==> src/rtl/ramp_adc_ctrl.sv <==
module ramp_adc_ctrl #(
  parameter int W = 8
) (
  input  logic         clk,
  input  logic         rst_n,
  input  logic         step_en,
  input  logic         ramp_down,
  input  logic         wrap_mode,
  input  logic         reached,
  output logic [W-1:0] code,
  output logic [W-1:0] conv_code,
  output logic         conv_done,
  output logic         hit_top,
  output logic         hit_bottom
);
  localparam logic [W-1:0] TOP = '1;

  logic [W-1:0] cnt, code_d1, code_d2;
  logic         live1, live2;
  logic         sync1, sync2, sync3;

  wire [W-1:0] start_code = ramp_down ? TOP : '0;
  wire [W-1:0] end_code   = ramp_down ? '0 : TOP;
  wire         at_end     = (cnt == end_code);
  wire         crossing   = live2 & sync2 & (wrap_mode ? ~sync3 : 1'b1);
  wire         ran_out    = ~wrap_mode & live2 & ~sync2 & (code_d2 == end_code);
  wire         finish     = crossing | ran_out;
  wire         restart    = finish & ~wrap_mode;

  assign code = cnt;

  always_ff @(posedge clk) begin
    if (!rst_n) begin
      cnt        <= start_code;
      code_d1    <= '0;
      code_d2    <= '0;
      live1      <= 1'b0;
      live2      <= 1'b0;
      sync1      <= 1'b0;
      sync2      <= 1'b0;
      sync3      <= 1'b0;
      conv_code  <= '0;
      conv_done  <= 1'b0;
      hit_top    <= 1'b0;
      hit_bottom <= 1'b0;
    end else begin
      sync1     <= reached;
      sync2     <= sync1;
      sync3     <= sync2;
      code_d1   <= cnt;
      code_d2   <= code_d1;
      live1     <= ~restart;
      live2     <= live1 & ~restart;
      conv_done <= finish;
      if (finish) begin
        conv_code  <= code_d2;
        hit_top    <= ran_out & ~ramp_down;
        hit_bottom <= ran_out & ramp_down;
      end
      if (restart)
        cnt <= start_code;
      else if (step_en && (wrap_mode || !at_end))
        cnt <= ramp_down ? cnt - 1'b1 : cnt + 1'b1;
    end
  end


  a_r2_up_step: assert property (@(posedge clk) disable iff (!rst_n)
    (step_en && !restart && !at_end && !ramp_down && !wrap_mode)
      |=> code == W'($past(code) + 1'b1));


  a_r3_done_pulse: assert property (@(posedge clk) disable iff (!rst_n)
    conv_done |=> !conv_done);


  a_r6_result_hold: assert property (@(posedge clk) disable iff (!rst_n)
    !conv_done |-> ($stable(conv_code) && $stable(hit_top) && $stable(hit_bottom)));


  a_r7_hold_code: assert property (@(posedge clk) disable iff (!rst_n)
    (!step_en && !restart) |=> $stable(code));


  a_r8_top_code: assert property (@(posedge clk) disable iff (!rst_n)
    hit_top |-> conv_code == TOP);


  a_r9_bottom_code: assert property (@(posedge clk) disable iff (!rst_n)
    hit_bottom |-> conv_code == '0);


  a_r10_wrap_no_flag: assert property (@(posedge clk) disable iff (!rst_n)
    (wrap_mode && conv_done) |-> (!hit_top && !hit_bottom));
endmodule

==> config.mk <==
export PLATFORM = sky130hd
export DESIGN_NAME = ramp_adc_ctrl
export DESIGN_NICKNAME = d
export VERILOG_FILES = /design/src/rtl/ramp_adc_ctrl.sv
export SDC_FILE = /design/constraint.sdc
export NUM_CORES = 1
export LEC_CHECK = 0
export BUFFER_PORTS_ARGS = -buffer_cell sky130_fd_sc_hd__buf_2
export CORE_AREA = 2 2 60 62
export DETAILED_ROUTE_END_ITERATION = 7
export DIE_AREA = 0 0 62 64
export PLACE_DENSITY = 0.74
export SLEW_MARGIN = 20
export SYNTH_ARGS = -nofsm -noshare
export SYNTH_HDL_FRONTEND = slang
export SYNTH_SLANG_ARGS = --single-unit
==> constraint.sdc <==
create_clock -name clk -period 2.7 [get_ports clk]
set_input_delay 0.27 -clock clk [delete_from_list [all_inputs] [get_ports clk]]
set_output_delay 0.27 -clock clk [all_outputs]
set_load 0.01 [all_outputs]
==> flow_summary.ini <==
[final_layout]
postLayoutCoreUtil = 0.590
final_common_cell = dfxtp_1
fin_cells = 236
layout_common_cells = dfxtp_1 (32), buf_2 (24), and2_1 (20)
nets = 202
drive_above_1_share = 0.216
flow.area_growth_from_synthesis_pct = 12.4
fillers = 289
diodes = 0

[die]
rows = 21
floorplan.core_area_um2 = 3280
fp.dieW_um = 62
die_area_um2 = 3970
start_util = 0.525
die_height_um = 64
pin_count = 25

[clock_tree]
insertion_delay_ps = 340
h-tree-depth = 2
clock-root-buffer = clkbuf_4
cts_made_buffers = 5
cts_resized = 0
cts_setup_buffers = 0
cts_sinks = 40
cts_tree = yes
cts_buffer_depth = 2
cts_hold_buf = 0
path_clk_slew_ps = 110

[setup_path]
crit_path_end_kind = register
crit_path_max_fanout = 10
cp-start-kind = register
cp.required_ps = 2720
critical_path_class = register to register
critPathMaxStageDelay_ps = 570
critPathTopFamily = simple AND/OR/NAND/NOR gates
path_cells = or3b_4 -> or4_4 -> a41oi_4 -> inv_2 -> nand2_1
crit_buf_inv = 1
critPathSlowestCell = or4_4
cp_data_arrival_time_ps = 2330

[global_route]
antenna_found_initial = 0
first_global_vias = 1185
grt_max_degree = 33
grt_pass1_wl_um = 5380
grt_overflow_total = 0
grt_usage = 0.185

[timing]
tns_ps = 0
setup_ws_ps = 393
final_max_slew_viol_count = 0
rsz0062_at_grt = false
finalCritPeriodShare = 0.855
tightest_slew_ps = 506
finalSetupViolCount = 0
hold_slack_ps = 148
relSlewSlack = 0.654
fmax_mhz = 433
clock-skew-final_ps = 7.22
min_period_ps = 2310
hold_viol = 0

[yosys]
ys_types = 41
ys_ff_latch = 40
syn_avg_cell_area_um2 = 10.7
synth_area_um2 = 1730
ys.flop_type = dfxtp_1
yosysWarnings = 0
synth_nets = 175
syn_inst = 162
synth_seq_area_share = 0.511
synth_edf_count = 8
async_reset_ff_frac = 0

[route]
via_count = 1233
drt-total-wl_um = 3110
routedWlPerCell_um = 13.2
drc_errors = 0
vias_per_cell = 5.22
first_iter_violations = 70
firstDrtPassIters = 4
antenna_left = 0

[pwr]
power_density_nw_per_um2 = 725
p_leak_uw = 0.000843
vdd_ir_drop_max_uv = 306

[run]
drv_cap = 0

[place]
place_congestion = 0.827
dp_cells = 228
post-place-ws_ps = 311
dpl.hpwl_um = 2340
port_buffers = 24

[run_status]
status = complete, no violations

[hold_path]
hold_path_class = input pin to register
==> state kept, by name (all words and copies together) (netlist names) <==
register	cells
code	8
code_d1	8
code_d2	8
conv_code	8
conv_done	1
hit_bottom	1
hit_top	1
live1	1
live2	1
sync1	1
sync2	1
sync3	1
==> layout make-up <==
type | instances | area [um^2] | area share
timing repair buffer | 24 | 120 | 0.0619
inverter | 10 | 37.5 | 0.0194
sequential | 40 | 881 | 0.454
clock buffer | 8 | 58.8 | 0.0303
multi-input combinational | 108 | 785 | 0.405
tap | 46 | 57.6 | 0.0297
==> path summary, 6_finish.rpt <==
check / endpoint / cells after the start / from / slack [ps]
max: code[4] / 5 / sync2 / 390
min: sync1 / 2 / reached / 150
max reg2reg: code[4] / 5 / sync2 / 390
min reg2reg: code_d2[3] / 1 / code_d1[3] / 440
==> worst reg2reg max path, cell delays in order (launching register included) <==
cell and delay [ps]:
dfxtp_1 340, or3b_4 380, or4_4 570, a41oi_4 370, inv_2 80, nand2_1 250
==> synth_stat cells (all sizes together), types with 2 or more instances <==
cell type  instances  area share
mux2i              8       0.046
a31oi              2      0.0073
o21a               2      0.0087
clkbuf             3      0.0065
nand4              2      0.0073
and3               3       0.012
and2              22       0.081
ha                 6       0.044
inv               10       0.022
dfxtp             32        0.37
o21ai              9       0.026
o31ai              3       0.013
a21oi              5       0.015
nand3              4       0.012
nor2b             11       0.040
a21boi             2      0.0087
edfxtp             8        0.14
nand2              6       0.015
nor4               3       0.011
nor3               5       0.017
==> report_power, final <==
group | leakage, uW | internal (uW) | switching, uW
logic | 0.000466 | 158 | 198
clock network | 0.0000326 | 129 | 177
registers | 0.000344 | 693 | 51.1
==> layer usage <==
| metal | wire, um | up-vias | track usage |
|---|---|---|---|
| met1 | 1370 | 569 | 0.229 |
| met2 | 1510 | 37 | 0.289 |
| li1 | - | 622 | - |
| met4 | 43 | 0 | 0.0771 |
| met3 | 184 | 5 | 0.0587 |
| met5 | 0 | - | 0 |
==> through the flow <==
step                      instance area (um^2)  power (uW)
final                                     1940        1410
after floorplan                           1730        1000
after global placement                    1880        1090
after global routing                      1940        1500
after CTS                                 1940        1410
after detailed placement                  1880        1110
==> cell families after synthesis <==
family / Yosys count / synth area share
xor+xnor: 2 / 0.0102
simple gates: 63 / 0.229
compound gates: 28 / 0.114
mux: 8 / 0.0464
buf+inv: 14 / 0.0348
fa+ha+maj: 7 / 0.0551
flops: 40 / 0.511
No activity file was read; power rests on OpenSTA's default activity.
